**src/rtl/cond_pred_pkg.sv**
```systemverilog
package cond_pred_pkg;
  localparam int FLD_W = 4;
  localparam int SEL_W = 3;
  localparam int REG_W = 5;

  typedef enum logic [1:0] {
    OP_FLD2INT = 2'b00,
    OP_INT2FLD = 2'b01,
    OP_BIT     = 2'b10,
    OP_FLD2FLD = 2'b11
  } cp_op_e;

  typedef struct packed {
    cp_op_e             op;
    logic               merge;
    logic [FLD_W-1:0]   mask;
    logic [FLD_W-1:0]   mode;
    logic [SEL_W-1:0]   src_fld;
    logic [REG_W-1:0]   rnum;
  } cp_dec_t;
endpackage

```
**src/rtl/cpt_decode.sv**
```systemverilog
module cpt_decode
  import cond_pred_pkg::*;
#(
  parameter int ILEN = 32
) (
  input  logic [ILEN-1:0] instr,
  output cp_dec_t         dec
);
  // Positions are numbered from the word's most significant bit.
  localparam int B_RNUM = ILEN - 1 - 6;
  localparam int B_M    = ILEN - 1 - 11;
  localparam int B_MASK = ILEN - 1 - 12;
  localparam int B_SRC  = ILEN - 1 - 16;
  localparam int B_OP   = ILEN - 1 - 19;
  localparam int B_MODE = ILEN - 1 - 27;

  always_comb begin
    dec.rnum    = instr[B_RNUM -: REG_W];
    dec.merge   = instr[B_M];
    dec.mask    = instr[B_MASK -: FLD_W];
    dec.src_fld = instr[B_SRC -: SEL_W];
    dec.op      = cp_op_e'(instr[B_OP -: 2]);
    dec.mode    = instr[B_MODE -: FLD_W];
  end
endmodule

```
**src/rtl/cpt_bit_test.sv**
```systemverilog
module cpt_bit_test #(
  parameter int W = 4
) (
  input  logic [W-1:0] mask,
  input  logic [W-1:0] mode,
  input  logic [W-1:0] tested,
  output logic [W-1:0] hits
);
  for (genvar i = 0; i < W; i++) begin : g_lane
    assign hits[i] = mask[i] & (mode[i] == tested[i]);
  end
endmodule

```
**src/rtl/cpt_crfile.sv**
```systemverilog
module cpt_crfile #(
  parameter int NFIELDS = 8,
  parameter int FW      = 4
) (
  input  logic                       clk,
  input  logic                       rst,
  input  logic                       we,
  input  logic [$clog2(NFIELDS)-1:0] waddr,
  input  logic [FW-1:0]              wdata,
  input  logic [$clog2(NFIELDS)-1:0] ra_a,
  output logic [FW-1:0]              rd_a,
  input  logic [$clog2(NFIELDS)-1:0] ra_b,
  output logic [FW-1:0]              rd_b,
  output logic [NFIELDS*FW-1:0]      dbg
);
  logic [FW-1:0] fld [NFIELDS];

  for (genvar f = 0; f < NFIELDS; f++) begin : g_fld
    always_ff @(posedge clk) begin
      if (rst)
        fld[f] <= '0;
      else if (we && waddr == f)
        fld[f] <= wdata;
    end
    assign dbg[(NFIELDS-1-f)*FW +: FW] = fld[f];
  end

  assign rd_a = fld[ra_a];
  assign rd_b = fld[ra_b];

  // no write request, no change anywhere in the register
  p_hold_idle_r9: assert property (@(posedge clk) disable iff (rst)
    !we |=> $stable(dbg));
endmodule

```
**src/rtl/cond_pred_unit.sv**
```systemverilog
module cond_pred_unit
  import cond_pred_pkg::*;
#(
  parameter int XLEN    = 64,
  parameter int ILEN    = 32,
  parameter int NFIELDS = 8
) (
  input  logic                    clk,
  input  logic                    rst,
  input  logic                    valid,
  input  logic [ILEN-1:0]         instr,
  input  logic [XLEN-1:0]         gpr_data,
  input  logic                    gpr_zero,
  output logic [REG_W-1:0]        gpr_addr,
  output logic [XLEN-1:0]         int_result,
  output logic                    int_we,
  output logic [NFIELDS*FLD_W-1:0] cr_view
);
  localparam int CRW = NFIELDS * FLD_W;

  cp_dec_t          dec;
  logic [FLD_W-1:0] src_val, dst_old, tested, hits, fld_new, wval;
  logic [SEL_W-1:0] dst_idx;
  logic [1:0]       bsel;
  logic             red_bit, cr_we, src_lsb;

  cpt_decode #(.ILEN(ILEN)) u_dec (.instr(instr), .dec(dec));

  cpt_crfile #(.NFIELDS(NFIELDS), .FW(FLD_W)) u_cr (
    .clk(clk), .rst(rst), .we(cr_we), .waddr(dst_idx), .wdata(wval),
    .ra_a(dec.src_fld), .rd_a(src_val), .ra_b(dst_idx), .rd_b(dst_old),
    .dbg(cr_view)
  );

  assign gpr_addr = dec.rnum;
  assign src_lsb  = gpr_zero ? 1'b0 : gpr_data[0];
  assign tested   = (dec.op == OP_INT2FLD) ? {FLD_W{src_lsb}} : src_val;

  cpt_bit_test #(.W(FLD_W)) u_test (
    .mask(dec.mask), .mode(dec.mode), .tested(tested), .hits(hits)
  );

  always_comb begin
    case (dec.op)
      OP_INT2FLD: dst_idx = dec.src_fld;
      OP_BIT:     dst_idx = dec.rnum[SEL_W-1:0];
      default:    dst_idx = dec.rnum[REG_W-1 -: SEL_W];
    endcase
  end

  assign bsel    = dec.rnum[REG_W-1 -: 2];
  assign red_bit = dec.merge ? (|hits) : (&hits);
  assign fld_new = dec.merge ? (hits | (dst_old & ~dec.mask)) : hits;

  always_comb begin
    wval = fld_new;
    if (dec.op == OP_BIT) begin
      wval = dst_old;
      wval[~bsel] = red_bit;
    end
  end

  assign cr_we = valid && (dec.op != OP_FLD2INT);

  always_ff @(posedge clk) begin
    if (rst) begin
      int_we     <= 1'b0;
      int_result <= '0;
    end else begin
      int_we <= valid && (dec.op == OP_FLD2INT);
      if (valid && dec.op == OP_FLD2INT)
        int_result <= {{(XLEN-FLD_W){1'b0}}, hits};
    end
  end

  function automatic logic [FLD_W-1:0] fld_of(input logic [CRW-1:0] v,
                                              input logic [SEL_W-1:0] i);
    return v[(NFIELDS-1-int'(i))*FLD_W +: FLD_W];
  endfunction

  logic is_fld_op;
  assign is_fld_op = valid && (dec.op == OP_INT2FLD || dec.op == OP_FLD2FLD);

  // merge keeps destination bits outside the mask
  p_merge_keep_r5: assert property (@(posedge clk) disable iff (rst)
    (is_fld_op && dec.merge) |=>
      ((fld_of(cr_view, $past(dst_idx)) & ~$past(dec.mask)) ==
       ($past(dst_old) & ~$past(dec.mask))));

  // overwrite clears destination bits outside the mask
  p_overwrite_clear_r6: assert property (@(posedge clk) disable iff (rst)
    (is_fld_op && !dec.merge) |=>
      ((fld_of(cr_view, $past(dst_idx)) & ~$past(dec.mask)) == '0));

  // zero-register overwrite yields inverted mode under the mask
  p_zero_src_r4: assert property (@(posedge clk) disable iff (rst)
    (valid && dec.op == OP_INT2FLD && gpr_zero && !dec.merge) |=>
      (fld_of(cr_view, $past(dst_idx)) == ($past(dec.mask) & ~$past(dec.mode))));

  // single-bit form touches at most one condition bit
  p_single_bit_r8: assert property (@(posedge clk) disable iff (rst)
    (valid && dec.op == OP_BIT) |=> ($countones(cr_view ^ $past(cr_view)) <= 1));

  // integer write only after a field-to-integer strobe
  p_int_we_src_r3: assert property (@(posedge clk) disable iff (rst)
    int_we |-> $past(valid && dec.op == OP_FLD2INT));

  // no hit outside the mask reaches the integer result
  p_int_masked_r3: assert property (@(posedge clk) disable iff (rst)
    int_we |-> ((int_result[FLD_W-1:0] & ~$past(dec.mask)) == '0));
endmodule

```
**config.mk**
```make
export PLATFORM = sky130hd
export DESIGN_NAME = cond_pred_unit
export DESIGN_NICKNAME = d
export VERILOG_FILES = /design/src/rtl/cond_pred_pkg.sv /design/src/rtl/cpt_decode.sv /design/src/rtl/cpt_bit_test.sv /design/src/rtl/cpt_crfile.sv /design/src/rtl/cond_pred_unit.sv
export SDC_FILE = /design/constraint.sdc
export NUM_CORES = 1
export LEC_CHECK = 0
export ABC_CLOCK_PERIOD_IN_PS = 3920
export BUFFER_PORTS_ARGS = -buffer_cell sky130_fd_sc_hd__buf_4
export CAP_MARGIN = 20
export CORE_UTILIZATION = 43
export DETAILED_ROUTE_END_ITERATION = 8
export PLACE_DENSITY_LB_ADDON = 0.3
export SETUP_SLACK_MARGIN = 0.15
export SLEW_MARGIN = 25
export SYNTH_ARGS = -nofsm -noshare
export SYNTH_HDL_FRONTEND = slang
export SYNTH_SLANG_ARGS = --single-unit
export TNS_END_PERCENT = 100
```
**constraint.sdc**
```tcl
create_clock -name clk -period 3.92 [get_ports clk]
set_input_delay 0.784 -clock clk [delete_from_list [all_inputs] [get_ports clk]]
set_output_delay 0.784 -clock clk [all_outputs]
set_load 0.005 [all_outputs]
```
==> results of run 1 <==
per-stage QoR:
step / setup slack [ns] / area, sq um
finish: 0.600 / 3490
global route: 0.474 / 3490
CTS: 0.651 / 3490
detailed placement: 0.357 / 3380
global placement: 0.385 / 3380
floorplan: 0.885 / 3280
worst min-delay path, delay by kind of cell, from the launching register on:
kind	cells	cell delay, ns
compound gates	1	0.06
flops	1	0.33
simple gates	1	0.07
power by group through the flow:
stage | clock network (uW) | logic (uW) | registers, uW
2_1_floorplan | 0 | 253 | 473
3_3_place_gp | 0 | 321 | 477
3_5_place_dp | 0 | 324 | 478
4_1_cts | 334 | 326 | 470
5_1_grt | 357 | 356 | 472
6_report | 330 | 330 | 470
layout make-up:
type / count / area share
Tap cell: 96 / 0.0345
Inverter: 2 / 0.00215
Timing Repair Buffer: 68 / 0.146
Clock inverter: 3 / 0.0118
Sequential cell: 37 / 0.304
Clock buffer: 5 / 0.0197
Multi-Input combinational cell: 252 / 0.481
cells in the mapped netlist (all sizes together) (4+ instances only):
cell     number
edfxtp       32
a2bb2oi       6
mux2          8
buf          70
nor2b         5
nor3          4
nor2         29
and2          4
mux2i        17
mux4          4
a21oi        39
a21o          8
nor3b         6
ha            4
o32ai         4
nand3b        5
nand3         4
nand2        15
a221oi        4
dfxtp         5
kinds of logic after synthesis:
group                      after synthesis
and+or+nand+nor                         80
DFF                                     37
adders and majority gates                4
AOI/OAI and AO/OA                       79
muxes                                   29
buffers and inverters                   74
other                                    1
worst paths after layout:
path | depth (start not counted) | to | slack (ns) | startpoint
setup / recovery | 7 | u_cr.fld[4][0]$_SDFFCE_PN0P_ | 0.60 | instr[13]
hold reg to reg | 2 | int_result[1]$_SDFFE_PP0P_ | 0.50 | int_result[1]$_SDFFE_PP0P_
hold / removal | 2 | int_result[1]$_SDFFE_PP0P_ | 0.50 | int_result[1]$_SDFFE_PP0P_
setup reg to reg | 6 | u_cr.fld[4][0]$_SDFFCE_PN0P_ | 0.92 | u_cr.fld[2][3]$_SDFFCE_PN0P_
cell usage in the layout (no fill, tap or decap), types with 3 or more instances in the layout:
master / count
a21o_1: 8
a21oi_1: 38
a221oi_1: 4
a22oi_1: 3
a2bb2oi_1: 6
a311oi_4: 3
buf_4: 68
clkbuf_8: 5
conb_1: 60
dfxtp_1: 5
edfxtp_1: 32
ha_1: 4
mux2_2: 8
mux2i_1: 17
mux4_1: 3
nand2_1: 15
nand3_1: 3
nand3b_1: 5
nor2_1: 29
nor2b_1: 5
nor3_2: 3
nor3b_1: 5
o211a_1: 3
o32ai_1: 4
metal layers:
metal  wire, um  part of all wire  vias up
li1           -                 -     1122
met1       3370              0.41     1223
met2       3720              0.46      180
met3        793             0.098       23
met4        250             0.031        0
met5          0                 0        -
registers in the layout, summed over array words and instances, names as in the netlist:
signal	flops
int_result	4
u_cr.fld	32
int_we	1
==> metrics.md, run 1 <==
| Metric | Value |
|---|---|
| Post-CTS sizing | `0` |
| DRC viols | `0` |
| Net Switching | `approximately 350 uW` |
| Top Usage Layer GRT | `met2` |
| Core ar. | `between 6000 and 7000 sq um` |
| Met2 usage in global routing | `0.338` |
| Register area share after synthesis | `0.347` |
| Initial antenna violation count | `0` |
| Vias/cell | `between 5 and 6` |
| Mux cell area share after synthesis | `0.118` |
| Drt pass-1 iters | `5` |
| Main combinational cell family by area after synthesis | `compound AO/OA/AOI/OAI gates` |
| Vias | `between 2000 and 3000` |
| Cell family with most CP delay | `compound AO/OA/AOI/OAI gates` |
| CTS Root Cell | `clkbuf_8` |
| Number of buffer and inverter instances along the worst setup path | `1` |
| Filler-free cell count of the finished design | `about 460` |
| Max Cap Viol | `0` |
| Internal power | `a little under 800 uW` |
| Die Y | `approximately 86 um` |
| Yosys reg bits | `37` |
| Worst vdd ir | `between 0.00015 and 0.0002 V` |
| CTS Sinks | `37` |
| HP Class | `register to register` |
| Tot GR Track Use | `0.219` |
| Critical path arrival | `between 3 and 4 ns` |
| Vias in the first global route | `between 2000 and 2500` |
| Util after Layout | `0.510` |
| Crit path kind | `input port to register` |
| CTS H-tree lvls | `2` |
| Num CTS Buffers | `5` |
| Die area | `between 7000 and 8000 sq um` |
| Placed insts | `between 400 and 500` |
| CTS clk-pin slew, worst paths | `approximately 0.080 ns` |
| Routed len/inst | `approximately 18 um` |
| Post-Synth XOR/XNOR Area | `0` |
| Rows | `30` |
| Worst stage delay on the critical path | `0.66 ns` |
| CP max FO | `13` |
| Final Slew Violations | `0` |
| # IOs | `between 200 and 250` |
| Total grt overflow | `0` |
| Crit start category | `input port` |
| CP required | `approximately 4.1 ns` |
| N_diodes | `0` |
| Final Hold Vio Count | `0` |
| Achievable frequency | `approximately 300 MHz` |
| Largest net degree at the start of global routing | `21` |
| Instance count of the mapped netlist | `just over 300` |
| Yosys warning total | `0` |
| HPWL Detailed | `slightly above 6 mm` |
| Worst path cell trace | `buf_4 -> mux4_1 -> o32ai_1 -> nor3_2 -> o41ai_4 -> nand4_1 -> a21oi_1` |
| Post-DRT Antenna Nets | `0` |
| Initial core utilization | `0.448` |
| First-pass GRT wire length | `12.0 mm` |
| DRT Wirelength | `just over 8 mm` |
| Yosys top cell area share | `0.314` |
| Layout cell share with drive strength beyond 1 | `0.275` |
| Post-synth EDFFs | `32` |
| Slowest library cell on the worst path | `mux4_1` |
| Die Wd | `around 86 um` |
| Filler instances | `between 600 and 700` |
| Unrepaired setup endpoints after global routing | `false` |
| Clock power frac | `0.292` |
| Slew @ Worst Pin | `a little over 0.6 ns` |
| IO Port Bufs | `65` |
| Clk Latency, worst-skew pair | `~0.30 ns` |
| Ys flop type | `edfxtp_1` |
| Final worst path period share | `0.847` |
| Compound-Gate Fraction of Synth Area | `0.196` |
| Crit end category | `register` |
| Static Leakage | `between 0.0015 and 0.002 uW` |
| Library cells used by synthesis | `48` |
| Hold Slack | `0.497 ns` |
| Async S/R FF share, synth | `0` |
| Area of the multi-input gates | `approximately 1700 sq um` |
| Setup violators final | `0` |
| Clock Path Buffers | `2` |
| RD Place Congestion | `between 0.8 and 0.9` |
| Mapped cell area | `a little over 3000 sq um` |
| Seq. cell area | `between 1000 and 1500 sq um` |
| Power, Total | `approximately 1100 uW` |
| GR Util met3 | `0.0457` |
| Post-Syn Area per Cell | `a little over 10 sq um` |
| Post-CTS Hold Buffers | `0` |
| CTS tree | `yes` |
| Synth Area in Adders | `0.0164` |
| PwrDens | `approximately 320 nW/um^2` |
| Nets | `between 400 and 500` |
| Largest area contributor in the netlist | `edfxtp_1` |
| Seq pwr share | `0.416` |
| Setup TNS | `0 ns` |
| Min cycle time layout | `3.32 ns` |
| Sw Ratio | `0.313` |
| Iter 0 DRT Violations | `207` |
| Status | `completed` |
| Synthesis-to-layout area growth | `13.9%` |
| Synth area leaders | `edfxtp_1 (31%), buf_4 (16%), a21oi_1 (6.4%)` |
| Skew final | `about 0.011 ns` |
| Logic pwr share | `0.292` |
| Post-Synth Simple-Gate Area | `0.143` |
| Postcts setup bufs | `0` |
| M1 GR Usage | `0.298` |
| Slew margin rel. | `0.590` |
Power figures use the tool's default switching activity.
==> run 2, diff against run 1 <==
- ABC_CLOCK_PERIOD_IN_PS: 3920 -> 3260
- clock period: 3.92 -> 3.26 ns (I/O delays scaled with it)
==> metrics.md, run 2 (synthesis gave the netlist of run 1 again) <==
| Metric | Value |
|---|---|
| Worst path cell trace | `buf_4 -> inv_1 -> ha_1 -> nand3b_1 -> nand3b_1 -> nor2_1 -> nor3_2 -> nand3_4 -> a311oi_4 -> buf_12 -> a21oi_1` |
| Drt pass-1 iters | `5 (unchanged)` |
| Routed len/inst | `17.2 um (-2.3%)` |
| Die Y | `86.3 um (unchanged)` |
| Vias in the first global route | `2217 (+0.96%)` |
| CTS Root Cell | `clkbuf_8` |
| PwrDens | `364 nW/um^2 (+12%)` |
| Layout cell share with drive strength beyond 1 | `0.306 (+0.0313)` |
| Slowest library cell on the worst path | `nor3_2` |
| Iter 0 DRT Violations | `224 (+8.2%)` |
| CP required | `3.30 ns (-0.76 ns)` |
| Post-DRT Antenna Nets | `0 (unchanged)` |
| N_diodes | `0 (unchanged)` |
| Max reg flops | `32 (unchanged)` |
| CTS H-tree lvls | `2 (unchanged)` |
| Final Hold Vio Count | `0 (unchanged)` |
| Worst stage delay on the critical path | `0.50 ns (-0.16 ns)` |
| RD Place Congestion | `0.967 (+9.0%)` |
| Postcts setup bufs | `0 (unchanged)` |
| Worst R2R End | `u_cr.fld[4][3]$_SDFFCE_PN0P_` |
| Static Leakage | `0.00164 uW (+5.7%)` |
| Max Cap Viol | `0 (unchanged)` |
| Crit path kind | `input port to register` |
| CTS tree | `yes` |
| Setup TNS | `0 ns (unchanged)` |
| Clock Path Buffers | `2 (unchanged)` |
| Top reg by flops | `u_cr.fld` |
| Worst R2R Path Depth | `8 (+2)` |
| Num CTS Buffers | `5 (unchanged)` |
| Min cycle time layout | `2.91 ns` |
| Filler instances | `637 (-4.8%)` |
| Skew final | `0.0100 ns (-0.000641 ns)` |
| Unrepaired setup endpoints after global routing | `false` |
| Initial antenna violation count | `0 (unchanged)` |
| Min-Delay Path Depth | `2 (unchanged)` |
| Core ar. | `6830 sq um (unchanged)` |
| Slew margin rel. | `0.625 (+0.0354)` |
| Number of buffer and inverter instances along the worst setup path | `3 (+2)` |
| End of the worst hold path | `int_result[1]$_SDFFE_PP0P_` |
| Worst vdd ir | `0.000268 V (+58%)` |
| Critical path arrival | `2.94 ns (-0.52 ns)` |
| Nets | `488 (+3.8%)` |
| Cell family with most CP delay | `simple AND/OR/NAND/NOR gates` |
| Clk Latency, worst-skew pair | `0.29 ns (about the same)` |
| Most common cell on crit path | `nand3b_1` |
| Initial core utilization | `0.448 (unchanged)` |
| Worst hold start | `int_result[1]$_SDFFE_PP0P_` |
| Post-CTS sizing | `0 (unchanged)` |
| Status | `completed` |
| Post-CTS Hold Buffers | `0 (unchanged)` |
| Die area | `7460 sq um (unchanged)` |
| Top Registers | `u_cr.fld: 32 flops, int_result: 4 flops, int_we: 1 flops` |
| Crit start category | `input port` |
| Reg-to-Reg Start | `u_cr.fld[3][3]$_SDFFCE_PN0P_` |
| Most frequent cells in the layout | `buf_4 (82), conb_1 (60), a21oi_1 (38), edfxtp_1 (32), nor2_1 (29)` |
| Die Wd | `86.3 um (unchanged)` |
| IO Port Bufs | `65 (unchanged)` |
| First-pass GRT wire length | `12.2 mm (+2.1%)` |
| Crit end category | `register` |
| HP Class | `register to register` |
| FF-to-FF setup slack | `0.51 ns (-0.41 ns)` |
| Setup WS post-layout | `0.354 ns (-0.246 ns)` |
| Setup violators final | `0 (unchanged)` |
| Synthesis-to-layout area growth | `19.1%` |
| Most common cell after layout, fill and taps aside | `buf_4` |
| Achievable frequency | `344 MHz` |
| HPWL Detailed | `6.41 mm (+3.9%)` |
| Placed insts | `473 (+4.0%)` |
| Hold Slack | `0.491 ns (-0.00601 ns)` |
| CTS Sinks | `37 (unchanged)` |
| Slew @ Worst Pin | `0.559 ns (-0.0561 ns)` |
| Filler-free cell count of the finished design | `481 (+3.9%)` |
| DRC viols | `0 (unchanged)` |
| Vias/cell | `5.28 (-4.0%)` |
| Vias | `2540 (-0.31%)` |
| Total grt overflow | `0 (unchanged)` |
| CP max FO | `8 (-5)` |
| Final worst path period share | `0.891` |
| Final Slew Violations | `0 (unchanged)` |
| Tot GR Track Use | `0.222 (+0.00311)` |
| # IOs | `202 (unchanged)` |
| Rows | `30 (unchanged)` |
| Largest net degree at the start of global routing | `17 (-19%)` |
| CTS clk-pin slew, worst paths | `0.07 ns (about the same)` |
| DRT Wirelength | `8.26 mm (+1.5%)` |
| Pre-CTS WS | `0.0790 ns (-0.278 ns)` |
[run 2: how the worst max path moves through the flow]
| stage | cells past startpoint | from | to |
|---|---|---|---|
| finish | 11 | instr[12] | u_cr.fld[4][3]$_SDFFCE_PN0P_ |
| global route | 11 | instr[12] | u_cr.fld[4][3]$_SDFFCE_PN0P_ |
| CTS | 11 | instr[12] | u_cr.fld[4][3]$_SDFFCE_PN0P_ |
| detailed placement | 11 | instr[12] | u_cr.fld[4][3]$_SDFFCE_PN0P_ |
| global placement | 11 | instr[12] | u_cr.fld[5][3]$_SDFFCE_PN0P_ |
| floorplan | 11 | instr[12] | u_cr.fld[0][1]$_SDFFCE_PN0P_ |
[run 2: metal layers]
metal | global-route usage | vias to the layer above | part of all wire
met5 | 0 | - | 0
met4 | 0.0879 | 0 | 0.025
met3 | 0.0438 | 17 | 0.089
met2 | 0.343 | 169 | 0.45
met1 | 0.307 | 1194 | 0.43
li1 | - | 1160 | -
[run 2: through the flow]
step / util / cell area, sq um / power, uW
floorplan: - / 3280 / 872
global placement: 0.521 / 3560 / 1010
detailed placement: 0.521 / 3560 / 1020
CTS: 0.534 / 3640 / 1320
global route: 0.534 / 3640 / 1390
finish: 0.534 / 3640 / 1330
[run 2: worst min-delay path: stages (launching register included)]
cell	delay (ns)
dfxtp_1	0.33
a21oi_1	0.06
nor2_1	0.07
[run 2: final cells by class]
| type | count | area (sq um) | share of cell area |
|---|---|---|---|
| multi-input cells | 252 | 1680 | 0.460 |
| flip-flops and latches | 37 | 1060 | 0.291 |
| repair buffers | 86 | 696 | 0.191 |
| well taps | 96 | 120 | 0.0330 |
| clock buffers | 7 | 76.3 | 0.0209 |
| clock inverters | 1 | 7.51 | 0.00206 |
| inverters | 2 | 7.51 | 0.00206 |
[run 2: where the power goes]
| part | switching [uW] | total [uW] | internal [uW] |
|---|---|---|---|
| combinational | 243 | 453 | 210 |
| sequential | 23.3 | 565 | 542 |
| clock | 158 | 309 | 151 |
| total | 424 | 1330 | 903 |
==> run 3, diff against run 2 <==
- CORE_ASPECT_RATIO: unset -> 1.4
- SETUP_SLACK_MARGIN: 0.15 -> 0.5
==> metrics.md, run 3 (synthesis gave the netlist of run 1 again) <==
| Metric | Value |
|---|---|
| Post-DRT Antenna Nets | `0 (unchanged)` |
| Min cycle time layout | `2.72 ns (-0.183 ns)` |
| Initial antenna violation count | `0 (unchanged)` |
| Die Wd | `73.3 um (-15%)` |
| Setup violators final | `0 (unchanged)` |
| Cell family with most CP delay | `simple AND/OR/NAND/NOR gates` |
| IO Port Bufs | `65 (unchanged)` |
| Synthesis-to-layout area growth | `33.7%` |
| PwrDens | `349 nW/um^2 (-4.1%)` |
| Clock Path Buffers | `2 (unchanged)` |
| Final Hold Vio Count | `0 (unchanged)` |
| CP max FO | `7 (-1)` |
| Slowest library cell on the worst path | `mux4_2` |
| Top Registers | `u_cr.fld: 32 flops, int_result: 4 flops, int_we: 1 flops` |
| End of the worst hold path | `int_result[1]$_SDFFE_PP0P_` |
| Setup WS post-layout | `0.537 ns (+0.183 ns)` |
| Most frequent cells in the layout | `buf_4 (80), conb_1 (60), edfxtp_1 (32), nor2_1 (26), a21oi_2 (24)` |
| First-pass GRT wire length | `12.8 mm (+5.1%)` |
| Setup TNS | `0 ns (unchanged)` |
| Final worst path period share | `0.835 (-0.0561)` |
| Final instance area | `4090 sq um (+12%)` |
| Crit end category | `register` |
| N_diodes | `0 (unchanged)` |
| Total grt overflow | `0 (unchanged)` |
| RD Place Congestion | `0.815 (-16%)` |
| CTS tree | `yes` |
| DRC viols | `0 (unchanged)` |
| Worst vdd ir | `0.000220 V (-18%)` |
| Worst hold start | `int_result[1]$_SDFFE_PP0P_` |
| Tot GR Track Use | `0.237 (+0.0153)` |
| # IOs | `202 (unchanged)` |
| Most common cell on crit path | `buf_4` |
| Vias in the first global route | `2417 (+9.0%)` |
| Critical path arrival | `2.76 ns (-0.18 ns)` |
| Worst path cell trace | `buf_4 -> mux4_2 -> nor2_1 -> nor3b_4 -> nor3_4 -> nand3_4 -> buf_4 -> a311oi_4 -> buf_6 -> a21oi_1` |
| Final Slew Violations | `0 (unchanged)` |
| Internal power | `953 uW (+5.5%)` |
| Vias | `2633 (+3.7%)` |
| Min-Delay Path Depth | `2 (unchanged)` |
| Crit path kind | `input port to register` |
| Largest net degree at the start of global routing | `17 (unchanged)` |
| CP required | `3.30 ns (about the same)` |
| CTS H-tree lvls | `2 (unchanged)` |
| Skew final | `0.00829 ns (-0.00174 ns)` |
| Num CTS Buffers | `5 (unchanged)` |
| Layout cell share with drive strength beyond 1 | `0.468 (+0.162)` |
| Max reg flops | `32 (unchanged)` |
| Rows | `36 (+20%)` |
| Most common cell after layout, fill and taps aside | `buf_4` |
| Reg-to-Reg Start | `u_cr.fld[0][3]$_SDFFCE_PN0P_` |
| Net Switching | `475 uW (+12%)` |
| Number of buffer and inverter instances along the worst setup path | `3 (unchanged)` |
| Die area | `7460 sq um (about the same)` |
| Top reg by flops | `u_cr.fld` |
| Core ar. | `6940 sq um (+1.5%)` |
| Unrepaired setup endpoints after global routing | `false` |
| HP Class | `register to register` |
| Seq pwr share | `0.399 (-0.027)` |
| Worst R2R Path Depth | `8 (unchanged)` |
| Status | `completed` |
| Routed len/inst | `18.3 um (+6.9%)` |
| Worst R2R End | `u_cr.fld[3][3]$_SDFFCE_PN0P_` |
| Achievable frequency | `367 MHz (+6.7%)` |
| Iter 0 DRT Violations | `141 (-37%)` |
| Pre-CTS WS | `0.0688 ns (-0.0101 ns)` |
| Die Y | `102 um (+18%)` |
| Initial core utilization | `0.441 (-0.00678)` |
| Max Cap Viol | `0 (unchanged)` |
| Clk Latency, worst-skew pair | `0.29 ns (about the same)` |
| CTS Root Cell | `clkbuf_8` |
| Nets | `499 (+2.3%)` |
| FF-to-FF setup slack | `0.56 ns (+0.05 ns)` |
| DRT Wirelength | `8.99 mm (+8.9%)` |
| CTS Sinks | `37 (unchanged)` |
| Sw Ratio | `0.333 (+0.0132)` |
| Crit start category | `input port` |
| Clock power frac | `0.209 (-0.024)` |
| Static Leakage | `0.00172 uW (+4.6%)` |
| CTS clk-pin slew, worst paths | `0.07 ns (about the same)` |
| Logic pwr share | `0.392 (+0.050)` |
| HPWL Detailed | `6.59 mm (+2.8%)` |
| Post-DP Area | `3560 sq um (about the same)` |
| Drt pass-1 iters | `5 (unchanged)` |
| Worst stage delay on the critical path | `0.56 ns (+0.06 ns)` |
| Vias/cell | `5.37 (+1.8%)` |
-- run 3: worst max-delay path by stage --
stage | from | end | slack [ns] | cells past startpoint
detailed placement | instr[13] | u_cr.fld[2][2]$_SDFFCE_PN0P_ | 0.07 | 9
global route | instr[15] | u_cr.fld[3][3]$_SDFFCE_PN0P_ | 0.48 | 10
CTS | instr[13] | u_cr.fld[6][2]$_SDFFCE_PN0P_ | 0.49 | 11
finish | instr[14] | u_cr.fld[1][2]$_SDFFCE_PN0P_ | 0.54 | 10
floorplan | instr[12] | u_cr.fld[0][1]$_SDFFCE_PN0P_ | 0.50 | 10
global placement | instr[13] | u_cr.fld[2][2]$_SDFFCE_PN0P_ | 0.12 | 9
-- run 3: per-stage QoR --
stage | total power (uW) | instances | hold WS [ns] | utilization
4_1_cts | 1370 | 486 | 0.506 | 0.556
2_1_floorplan | 874 | 363 | 0.479 | -
3_5_place_dp | 1020 | 474 | 0.486 | 0.514
5_1_grt | 1480 | 490 | 0.531 | 0.590
6_report | 1430 | 490 | 0.502 | 0.590
3_3_place_gp | 1010 | 474 | 0.474 | 0.514
-- run 3: metal layers --
layer / vias up / wire (um) / track usage
met2: 161 / 4660 / 0.417
met4: 0 / 398 / 0.137
met5: - / 0 / 0
met3: 30 / 530 / 0.0308
met1: 1265 / 3400 / 0.273
li1: 1177 / - / -
-- run 3: area by class of cell --
cell class,count,area (sq um)
Clock buffer,5,68.8
Inverter,2,10.0
Clock inverter,2,11.3
Multi-Input combinational cell,252,1990
Fill cell,598,2850
Sequential cell,37,1060
Tap cell,95,119
Timing Repair Buffer,97,835
-- run 3: power by group through the flow --
| stage | Combinational (uW) | Clock (uW) | Sequential (uW) |
|---|---|---|---|
| after floorplan | 305 | 0 | 569 |
| after global placement | 438 | 0 | 575 |
| after detailed placement | 443 | 0 | 576 |
| after CTS | 503 | 303 | 567 |
| after global routing | 595 | 318 | 571 |
| final | 560 | 299 | 569 |
-- run 3: worst reg2reg max path, cell delays in order (launching register included) --
cell and delay, ns:
edfxtp_1 0.49, mux4_2 0.55, o32ai_4 0.31, nor3_4 0.10, buf_6 0.14, o41ai_4 0.45
nand3_1 0.16, buf_6 0.17, a21oi_1 0.17
-- run 3: timing repair --
action,CTS,global route
gates resized for setup,32,51
cloned,1,0
buffers inserted,4,4
hold buffers,0,0
setup endpoints to repair,32,32
pin swaps,9,24
